### config.mk
export PLATFORM = sky130hd
export DESIGN_NAME = limit_irq_agg
export DESIGN_NICKNAME = d
export VERILOG_FILES = /design/src/rtl/lirq_pkg.sv /design/src/rtl/lirq_regs.sv /design/src/rtl/lirq_compare.sv /design/src/rtl/lirq_holdoff.sv /design/src/rtl/limit_irq_agg.sv
export SDC_FILE = /design/constraint.sdc
export NUM_CORES = 1
export LEC_CHECK = 0
export BUFFER_PORTS_ARGS = -buffer_cell sky130_fd_sc_hd__buf_2
export CAP_MARGIN = 15
export CELL_PAD_IN_SITES_DETAIL_PLACEMENT = 1
export CELL_PAD_IN_SITES_GLOBAL_PLACEMENT = 2
export CORE_ASPECT_RATIO = 1.4
export CORE_MARGIN = 10
export CORE_UTILIZATION = 46
export CTS_BUF_LIST = sky130_fd_sc_hd__clkbuf_4
export DETAILED_ROUTE_END_ITERATION = 10
export PLACE_DENSITY_LB_ADDON = 0.1
export SYNTH_ARGS = -nofsm -noshare
export SYNTH_HDL_FRONTEND = slang
export SYNTH_SLANG_ARGS = --single-unit
### constraint.sdc
create_clock -name clk -period 3.79 [get_ports clk]
set_input_delay 0.1895 -clock clk [delete_from_list [all_inputs] [get_ports clk]]
set_output_delay 0.1895 -clock clk [all_outputs]
set_load 0.01 [all_outputs]
### src/rtl/lirq_pkg.sv
package lirq_pkg;
  localparam int unsigned CH_W   = 5;
  localparam int unsigned NUM_CH = 1 << CH_W;
  localparam int unsigned ADDR_W = CH_W + 2;
  localparam int unsigned DATA_W = 8;

  typedef enum logic [2:0] {
    RG_HI, RG_LO, RG_CMASK, RG_STAT, RG_EMASK, RG_NONE
  } reg_sel_e;

  // Upper half of the map holds the single-word registers.
  function automatic reg_sel_e decode_addr(input logic [ADDR_W-1:0] a);
    reg_sel_e s;
    if (!a[ADDR_W-1]) s = a[ADDR_W-2] ? RG_LO : RG_HI;
    else begin
      case (a[ADDR_W-2:0])
        (ADDR_W-1)'(0): s = RG_CMASK;
        (ADDR_W-1)'(1): s = RG_STAT;
        (ADDR_W-1)'(2): s = RG_EMASK;
        default:        s = RG_NONE;
      endcase
    end
    return s;
  endfunction
endpackage

### src/rtl/lirq_regs.sv
module lirq_regs
  import lirq_pkg::*;
#(
  parameter int unsigned DW       = DATA_W,
  parameter int unsigned NUM_FAN  = 8,
  parameter int unsigned NUM_GPIO = 8
) (
  input  logic              clk,
  input  logic              rst_n,
  input  logic              wr_en,
  input  logic [ADDR_W-1:0] addr,
  input  logic [NUM_CH-1:0] wdata,
  input  logic [CH_W-1:0]   sel_ch,
  input  logic [NUM_CH-1:0] status,
  output logic [DW-1:0]     hi_sel,
  output logic [DW-1:0]     lo_sel,
  output logic [NUM_CH-1:0] ch_mask,
  output logic [NUM_FAN-1:0]  fan_mask,
  output logic [NUM_GPIO-1:0] gpio_mask,
  output logic [NUM_CH-1:0] rdata
);
  logic [DW-1:0] hi_lim [NUM_CH];
  logic [DW-1:0] lo_lim [NUM_CH];
  reg_sel_e      sel;

  assign sel = decode_addr(addr);

  always_ff @(posedge clk or negedge rst_n) begin
    if (!rst_n) begin
      for (int i = 0; i < NUM_CH; i++) begin
        hi_lim[i] <= '1;
        lo_lim[i] <= '0;
      end
      ch_mask   <= '1;
      fan_mask  <= '1;
      gpio_mask <= '1;
    end else if (wr_en) begin
      case (sel)
        RG_HI:    hi_lim[addr[CH_W-1:0]] <= wdata[DW-1:0];
        RG_LO:    lo_lim[addr[CH_W-1:0]] <= wdata[DW-1:0];
        RG_CMASK: ch_mask <= wdata;
        RG_EMASK: begin
          fan_mask  <= wdata[NUM_FAN-1:0];
          gpio_mask <= wdata[NUM_FAN +: NUM_GPIO];
        end
        default: ;
      endcase
    end
  end

  assign hi_sel = hi_lim[sel_ch];
  assign lo_sel = lo_lim[sel_ch];

  always_comb begin
    rdata = '0;
    case (sel)
      RG_HI:    rdata[DW-1:0] = hi_lim[addr[CH_W-1:0]];
      RG_LO:    rdata[DW-1:0] = lo_lim[addr[CH_W-1:0]];
      RG_CMASK: rdata = ch_mask;
      RG_STAT:  rdata = status;
      RG_EMASK: begin
        rdata[NUM_FAN-1:0]         = fan_mask;
        rdata[NUM_FAN +: NUM_GPIO] = gpio_mask;
      end
      default: rdata = '0;
    endcase
  end

  // a write to the channel mask is visible on the next cycle
  p_mask_write_r10: assert property (@(posedge clk) disable iff (!rst_n)
    (wr_en && sel == RG_CMASK) |=> ch_mask == $past(wdata));
endmodule

### src/rtl/lirq_compare.sv
module lirq_compare
  import lirq_pkg::*;
#(
  parameter int unsigned DW = DATA_W
) (
  input  logic              clk,
  input  logic              rst_n,
  input  logic              res_vld,
  input  logic [CH_W-1:0]   res_ch,
  input  logic [DW-1:0]     res_val,
  input  logic [DW-1:0]     hi_sel,
  input  logic [DW-1:0]     lo_sel,
  output logic              oor,
  output logic [NUM_CH-1:0] status
);
  // Upper bound is exclusive, lower bound is inclusive.
  function automatic logic beyond_limits(input logic [DW-1:0] v,
                                         input logic [DW-1:0] hi,
                                         input logic [DW-1:0] lo);
    return (v > hi) || (v <= lo);
  endfunction

  assign oor = beyond_limits(res_val, hi_sel, lo_sel);

  always_ff @(posedge clk or negedge rst_n) begin
    if (!rst_n) status <= '0;
    else if (res_vld) status[res_ch] <= oor;
  end

  // each valid result overwrites exactly its own channel's bit
  p_status_write_r3: assert property (@(posedge clk) disable iff (!rst_n)
    res_vld |=> status[$past(res_ch)] == $past(oor));
  // status is untouched when no result arrives
  p_status_hold_r3: assert property (@(posedge clk) disable iff (!rst_n)
    !res_vld |=> $stable(status));
endmodule

### src/rtl/lirq_holdoff.sv
module lirq_holdoff #(
  parameter int unsigned HOLDOFF_N = 2,
  localparam int unsigned CW = $clog2(HOLDOFF_N + 1)
) (
  input  logic clk,
  input  logic rst_n,
  input  logic pending,
  input  logic clr,
  input  logic local_tick,
  output logic latch,
  output logic hold_active
);
  logic [CW-1:0] cnt;

  assign hold_active = (cnt != '0);

  always_ff @(posedge clk or negedge rst_n) begin
    if (!rst_n) begin
      latch <= 1'b0;
      cnt   <= '0;
    end else if (clr) begin
      latch <= 1'b0;
      cnt   <= CW'(HOLDOFF_N);
    end else begin
      if (local_tick && hold_active) cnt <= cnt - 1'b1;
      if (pending && !hold_active)   latch <= 1'b1;
    end
  end

  // a clear empties the latch
  p_clear_resets_r7: assert property (@(posedge clk) disable iff (!rst_n)
    clr |=> !latch);
  // the latch stays empty while the holdoff runs
  p_holdoff_blocks_r8: assert property (@(posedge clk) disable iff (!rst_n)
    hold_active |-> !latch);
  // the count only moves on a local conversion
  p_holdoff_tick_r8: assert property (@(posedge clk) disable iff (!rst_n)
    (!clr && !local_tick) |=> $stable(cnt));
  // the latch is sticky until cleared
  p_latch_sticky_r6: assert property (@(posedge clk) disable iff (!rst_n)
    (latch && !clr) |=> latch);
endmodule

### src/rtl/limit_irq_agg.sv
module limit_irq_agg
  import lirq_pkg::*;
#(
  parameter int unsigned NUM_FAN   = 8,
  parameter int unsigned NUM_GPIO  = 8,
  parameter int unsigned HOLDOFF_N = 2
) (
  input  logic                clk,
  input  logic                rst_n,
  input  logic                res_vld,
  input  logic [CH_W-1:0]     res_ch,
  input  logic [DATA_W-1:0]   res_val,
  input  logic                res_local,
  input  logic [NUM_FAN-1:0]  fan_evt,
  input  logic [NUM_GPIO-1:0] gpio_evt,
  input  logic                reg_wr,
  input  logic [ADDR_W-1:0]   reg_addr,
  input  logic [NUM_CH-1:0]   reg_wdata,
  output logic [NUM_CH-1:0]   reg_rdata,
  input  logic                int_clr,
  output logic                int_n
);
  logic [DATA_W-1:0]   hi_sel, lo_sel;
  logic [NUM_CH-1:0]   ch_mask, status;
  logic [NUM_FAN-1:0]  fan_mask;
  logic [NUM_GPIO-1:0] gpio_mask;
  logic                oor, pending, side_evt, latch, hold_active;

  lirq_regs #(.DW(DATA_W), .NUM_FAN(NUM_FAN), .NUM_GPIO(NUM_GPIO)) u_regs (
    .clk(clk), .rst_n(rst_n), .wr_en(reg_wr), .addr(reg_addr),
    .wdata(reg_wdata), .sel_ch(res_ch), .status(status),
    .hi_sel(hi_sel), .lo_sel(lo_sel), .ch_mask(ch_mask),
    .fan_mask(fan_mask), .gpio_mask(gpio_mask), .rdata(reg_rdata));

  lirq_compare #(.DW(DATA_W)) u_cmp (
    .clk(clk), .rst_n(rst_n), .res_vld(res_vld), .res_ch(res_ch),
    .res_val(res_val), .hi_sel(hi_sel), .lo_sel(lo_sel),
    .oor(oor), .status(status));

  assign pending  = |(status & ~ch_mask);
  assign side_evt = (|(fan_evt & ~fan_mask)) | (|(gpio_evt & ~gpio_mask));

  lirq_holdoff #(.HOLDOFF_N(HOLDOFF_N)) u_hold (
    .clk(clk), .rst_n(rst_n), .pending(pending), .clr(int_clr),
    .local_tick(res_vld & res_local), .latch(latch),
    .hold_active(hold_active));

  assign int_n = ~(latch | side_evt);

  // a clear leaves status alone when no result arrives with it
  p_clear_keeps_status_r7: assert property (@(posedge clk) disable iff (!rst_n)
    (int_clr && !res_vld) |=> $stable(status));
  // side events reach the pin during a holdoff
  p_side_bypass_r9: assert property (@(posedge clk) disable iff (!rst_n)
    (hold_active && side_evt) |-> !int_n);
  // an unmasked pending bit outside holdoff latches on the next edge
  p_pending_latches_r6: assert property (@(posedge clk) disable iff (!rst_n)
    (pending && !hold_active && !int_clr) |=> (latch && !int_n));
endmodule

==> results of run 1 <==
==> report_power, final <==
part | internal (W) | switching, W
Combinational | 0.00118 | 0.00133
Sequential | 0.00714 | 0.000539
Clock | 0.00321 | 0.00282
Total | 0.0115 | 0.00468
==> logic make-up after synthesis <==
group                    Yosys count
flip-flops                       595
buffers and inverters            250
AO/OA/AOI/OAI                    304
XOR/XNOR                           1
multiplexers                     920
adder cells (fa/ha/maj)           17
AND/OR/NAND/NOR                  371
==> state kept, by name, indices dropped and copies added, names as in the netlist <==
| name | flops |
|---|---|
| u_cmp.status | 32 |
| u_regs.lo_lim | 256 |
| u_hold.latch | 1 |
| u_hold.cnt | 2 |
| u_regs.ch_mask | 32 |
| u_regs.gpio_mask | 8 |
| u_regs.hi_lim | 256 |
| u_regs.fan_mask | 8 |
==> critical path, cell delays in order, from the launching register on <==
cell and delay, ps:
dfstp_2 380, mux2i_1 420, o22ai_1 230, or4_1 550, nor4_1 280, buf_4 190
o31ai_1 180, buf_2 250
==> layer usage <==
metal / up-vias / track usage / part of all wire
li1: 10100 / - / -
met1: 13000 / 0.356 / 0.39
met2: 854 / 0.507 / 0.50
met3: 283 / 0.0534 / 0.050
met4: 2 / 0.187 / 0.064
met5: - / 0 / 0.00010
==> final timing paths <==
check	from	endpoint
setup / recovery	u_regs.hi_lim[87]	reg_rdata[7]
min in group clk	reg_addr[0]	u_regs.hi_lim[25]
setup reg to reg	u_regs.hi_lim[98]	u_cmp.status[27]
hold / removal	rst_n	u_regs.hi_lim[158]
hold reg to reg	u_hold.cnt[1]	u_hold.cnt[1]
max in group asynchronous	rst_n	u_regs.hi_lim[6]
==> repair_timing <==
action,in CTS,in global routing
hold buffers,92,0
endpoints found under the hold margin,650,0
gates resized for setup,0,0
setup endpoints to repair,0,0
==> final cells by class <==
| type | count | area (sq um) |
|---|---|---|
| Antenna cell | 5 | 12.5 |
| Timing Repair Buffer | 357 | 2950 |
| Sequential cell | 595 | 15300 |
| Clock inverter | 52 | 415 |
| Fill cell | 7117 | 32200 |
| Tap cell | 936 | 1170 |
| Inverter | 49 | 184 |
| Clock buffer | 220 | 1650 |
| Multi-Input combinational cell | 1613 | 16300 |
==> through the flow <==
stage | instance area [sq um] | setup slack (ps)
final | 38000 | 66.0
after global routing | 38000 | 31.6
after CTS | 38000 | 25.6
after detailed placement | 35000 | 18.5
after global placement | 35000 | 110
after floorplan | 32600 | 514
==> cell usage in the layout, fill, tap and decap left out, types with 7 or more instances in the layout <==
cell	count
nand2_2	9
buf_12	20
mux2_2	553
nor2_2	23
or4_1	18
and4_1	9
mux2_1	7
mux4_2	152
dfstp_2	304
a31oi_1	32
dlygate4sd3_1	91
nand4_1	14
a21oi_1	38
nor4_1	8
nand2_1	71
dfrtp_1	291
bufinv_16	8
a222oi_1	16
nor2b_1	20
clkbuf_4	220
buf_2	102
o31ai_1	8
and3_1	15
mux2i_1	208
buf_4	139
nand3b_1	10
inv_1	49
o22ai_1	87
nor3_1	7
nor2_1	105
a211oi_1	7
a22o_1	31
clkinv_1	36
a221oi_1	17
nand2_4	8
ha_1	17
a22oi_1	46
==> metrics.md, run 1 <==
| Metric | Value |
|---|---|
| Period utilization | `0.983` |
| Clk_lat worst skew | `1060 ps` |
| Final core utilization | `0.541` |
| Synth Register Bits | `595` |
| R2r setup slk | `410 ps` |
| Multiplexer share of the synthesized area | `0.362` |
| Core Region | `70200 sq um` |
| Die ar. | `82100 sq um` |
| Post-synth EDFFs | `0` |
| Sink Count | `595` |
| Synth warn | `0` |
| Final-report max-slew violation count | `0` |
| DR pass1 iterations | `5` |
| Clock-pin slew on the worst setup and hold paths | `70 ps` |
| Async SR Flop Fraction | `1.00` |
| Buffers on Ports | `106` |
| Max_cap viols | `0` |
| CTS Buffer Depth | `3` |
| Gr ovfl total | `0` |
| Post-synthesis cell area | `32600 sq um` |
| Worst hold path class | `in -> async` |
| Max VDD drop | `270 uV` |
| Fmax | `0.269 GHz` |
| Critical path launch point type | `flip-flop` |
| Clock tree from TritonCTS | `yes` |
| Area Overhead vs Synth | `16.4%` |
| CTS buffer count | `159` |
| Commonest cells post-synth | `mux2_2 (553), dfstp_2 (304), dfrtp_1 (291)` |
| Die width | `245 um` |
| Initial antenna violation count | `7` |
| Tmin final | `3720 ps` |
| Hold WS | `102 ps` |
| Cell Count, Final, Fillers Out | `3827` |
| R2R cell count | `11` |
| Post-synthesis average cell area | `13.3 sq um` |
| Cell variety after synth | `63` |
| DRC Markers | `0` |
| Placer Congestion | `0.953` |
| Top Ports | `107` |
| Layout Skew | `53.3 ps` |
| Worst rel slew slack | `0.202` |
| Leading area contributor after synthesis | `dfstp_2` |
| H-tree depth | `4` |
| Synth area leaders | `dfstp_2 (24%), dfrtp_1 (22%), mux2_2 (19%)` |
| Largest net degree at the start of global routing | `84` |
| Post-CTS Setup Inserts | `0` |
| Worst setup EP type | `output pin` |
| Via density | `6.34` |
| Final WL | `124 mm` |
| Leakage | `16.6 nW` |
| Top-count cell post-synth | `mux2_2` |
| Compound-Gate Fraction of Synth Area | `0.0653` |
| Starting Density | `0.465` |
| # nets final | `2866` |
| Root buffer cell | `clkbuf_4` |
| Overall Power | `0.0162 W` |
| Share of cells above drive strength 1 | `0.547` |
| Worst path required time | `3600 ps` |
| Vias | `24300` |
| Inst Count DP | `3458` |
| Pwr dens | `427 nW/um^2` |
| RSZ-0062 raised after global routing | `no` |
| Crit path kind | `reg -> out` |
| Post-Synth Simple-Gate Area | `0.0648` |
| Post-detail-place hpwl | `87.9 mm` |
| Wire length per cell | `32.5 um` |
| Share of the synthesized area in the top cell type | `0.245` |
| Cells after synthesis | `2458` |
| Main combinational cell family by area after synthesis | `multiplexers` |
| Crit path max fanout | `3` |
| Vias in the first global route | `26300` |
| Post-synth net total | `2549` |
| First-pass GRT wire length | `183 mm` |
| Post-synth top flop | `dfstp_2` |
| Chip height | `335 um` |
| Final Hold Viols | `0` |
| Slew at the pin closest to its max-slew limit | `1200 ps` |
| Fin Setup TNS | `0 ps` |
| XOR/XNOR Fraction of Synth Area | `0.000269` |
| GRT Util Overall | `0.302` |
| Initial DRC Count | `1573` |
| Arr. time, crit path | `3530 ps` |
| Routed Antenna Nets | `0` |
| Register area share after synthesis | `0.468` |
| Row count | `115` |
| Setup Viol. Count Final | `0` |
| Outcome | `finished, final reports clean` |
| Synth Area in Adders | `0.00652` |
(Power assumes the default switching activity.)
==> inputs of run 2 (changes only) <==
- CTS_CLUSTER_DIAMETER: default -> 60
- RECOVER_POWER: default -> 50
==> run 2 against run 1 <==
  * The flow now finishes with violations (capacitance limit, slew limit)
  * Clock power about the same
  * Power barely moved
  * Maximum frequency increased by 0.32%
  * Critical path depth decreased by 1
  * Sequential power is essentially flat
  * Non-clock buffer count is the same
  * Sequential cell count unchanged
  * Combinational power about the same
  * First-iteration DRC count down 3.8%
  * Setup slack gained 12 ps
  * Wire length hardly changed
  * Count of clock-buffer cells in the layout unchanged
==> metrics.md, run 2 (synthesis gave the netlist of run 1 again) <==
| Metric | Value |
|---|---|
| Final WL | `124 mm (about the same)` |
| Fmax | `0.269 GHz (about the same)` |
| Slew at the pin closest to its max-slew limit | `3970 ps (was 1200 ps)` |
| Largest regs | `u_regs.hi_lim x256, u_regs.lo_lim x256 (unchanged)` |
| R2r setup slk | `380 ps (was 410 ps)` |
| Arr. time, crit path | `3520 ps (was 3530 ps)` |
| RR Endpoint | `u_cmp.status[27] (unchanged)` |
| Leakage | `16.6 nW (about the same)` |
| Fin Setup TNS | `0 ps (unchanged)` |
| CTS Buffer Depth | `3 (unchanged)` |
| Die width | `245 um (unchanged)` |
| Worst path required time | `3600 ps (about the same)` |
| Worst hold path class | `in -> reg (was in -> async)` |
| Vias in the first global route | `26300 (unchanged)` |
| Clock-pin slew on the worst setup and hold paths | `70 ps (about the same)` |
| Placement Setup Slack | `18.5 ps (unchanged)` |
| Largest net degree at the start of global routing | `84 (unchanged)` |
| WHS Path Cells | `4` |
| GRT Util Overall | `0.302 (unchanged)` |
| Die ar. | `82100 sq um (unchanged)` |
| Starting Density | `0.465 (unchanged)` |
| Chip height | `335 um (unchanged)` |
| Final WS setup | `77.9 ps (was 66.0 ps)` |
| Root buffer cell | `clkbuf_4 (unchanged)` |
| Row count | `115 (unchanged)` |
| Violated checks | `capacitance limit, slew limit` |
| Final Hold Viols | `0 (unchanged)` |
| Layout Skew | `53.2 ps (was 53.3 ps)` |
| Hold path endpoint | `u_regs.hi_lim[25]` |
| Worst rel slew slack | `-1.64 (was 0.202)` |
| Outcome | `complete, but fails checks (was finished, final reports clean)` |
| # resized after CTS | `0 (unchanged)` |
| Critical R2R Launch | `u_regs.hi_lim[98] (unchanged)` |
| Placer Congestion | `0.953 (unchanged)` |
| Pwr dens | `428 nW/um^2 (was 427 nW/um^2)` |
| Buffers on Ports | `106 (unchanged)` |
| RSZ-0062 raised after global routing | `no (unchanged)` |
| Post-detail-place hpwl | `87.9 mm (unchanged)` |
| Crit path kind | `reg -> out (unchanged)` |
| Critical path launch point type | `flip-flop (unchanged)` |
| Gr ovfl total | `0 (unchanged)` |
| Clock tree from TritonCTS | `yes (unchanged)` |
| Commonest non-fill, non-tap cell in the layout | `mux2_2 (unchanged)` |
| Share of cells above drive strength 1 | `0.544 (was 0.547)` |
| Sink Count | `595 (unchanged)` |
| Routed Antenna Nets | `0 (unchanged)` |
| Clk_lat worst skew | `1050 ps (was 1060 ps)` |
| Top Ports | `107 (unchanged)` |
| Max_cap viols | `1 (was 0)` |
| Vias | `24200 (was 24300)` |
| H-tree depth | `4 (unchanged)` |
| Max VDD drop | `273 uV (was 270 uV)` |
| Crit path max fanout | `3 (unchanged)` |
| DR pass1 iterations | `6 (was 5)` |
| First-pass GRT wire length | `183 mm (unchanged)` |
| R2R cell count | `11 (unchanged)` |
| Startpoint of the worst hold path | `reg_addr[0]` |
| CTS buffer count | `159 (unchanged)` |
| Initial antenna violation count | `7 (unchanged)` |
| # nets final | `2866 (unchanged)` |
| Tmin final | `3710 ps (was 3720 ps)` |
| Area Overhead vs Synth | `16.3% (was 16.4%)` |
| Core Region | `70200 sq um (unchanged)` |
| Worst setup EP type | `output pin (unchanged)` |
| Setup Viol. Count Final | `0 (unchanged)` |
| DRC Markers | `0 (unchanged)` |
| Period utilization | `0.979 (was 0.983)` |
| Most frequent cells in the layout | `mux2_2 (553), dfstp_2 (304), dfrtp_1 (291) (unchanged)` |
| Via density | `6.33 (was 6.34)` |
| Initial DRC Count | `1513 (was 1573)` |
| Final-report max-slew violation count | `56 (was 0)` |
| Wire length per cell | `32.5 um (about the same)` |
run 2: worst max-delay path, stage by stage, from the launching register on:
cell and delay, ps:
dfstp_2 370, mux2i_1 360, o22ai_1 170, or4_1 600
nor4_1 580, o31ai_1 230, buf_2 200
run 2: what timing repair did:
| item | 4_1_cts | 5_1_grt |
|---|---|---|
| hold endpoints to repair | 650 | 0 |
| buffers inserted | 0 | 0 |
| endpoints found under the setup margin | 0 | 0 |
| hold buffers | 92 | 0 |
run 2: where the power goes:
| part | internal, W | switching (W) |
|---|---|---|
| Combinational | 0.00118 | 0.00133 |
| Clock | 0.00321 | 0.00282 |
| Sequential | 0.00714 | 0.000539 |
run 2: layer usage:
metal  track usage  share of wire
met1         0.356           0.39
met2         0.507           0.50
met3        0.0534          0.054
met4         0.187          0.064
met5             0        0.00010
run 2: area by class of cell:
class | instances | area, sq um
timing repair buffer | 357 | 2900
inverter | 49 | 184
multi-input combinational | 1613 | 16300
antenna | 3 | 7.51
clock buffer | 220 | 1650
sequential | 595 | 15300
fill | 7121 | 32300
tap | 936 | 1170
clock inverter | 52 | 415
run 2: how the worst max path moves through the flow:
stage          depth (start not counted)  slack (ps)               end         startpoint
2_1_floorplan                         13         510  u_cmp.status[10]          res_ch[0]
3_3_place_gp                          13         110  u_cmp.status[20]          res_ch[0]
3_5_place_dp                          13          20  u_cmp.status[31]          res_ch[0]
4_1_cts                                7          30      reg_rdata[1]  u_regs.hi_lim[17]
5_1_grt                                7          30      reg_rdata[1]  u_regs.hi_lim[65]
6_report                               6          80      reg_rdata[0]  u_regs.hi_lim[16]
run 2: per-stage QoR:
stage	instance area, sq um	hold slack (ps)	power (W)	utilization	cells
after floorplan	32600	-106	0.00903	-	2458
after global placement	35000	315	0.0100	0.498	3458
after detailed placement	35000	348	0.0102	0.498	3458
after CTS	38000	6.84	0.0164	0.541	3822
after global routing	37900	86.4	0.0170	0.540	3825
final	37900	112	0.0162	0.540	3825
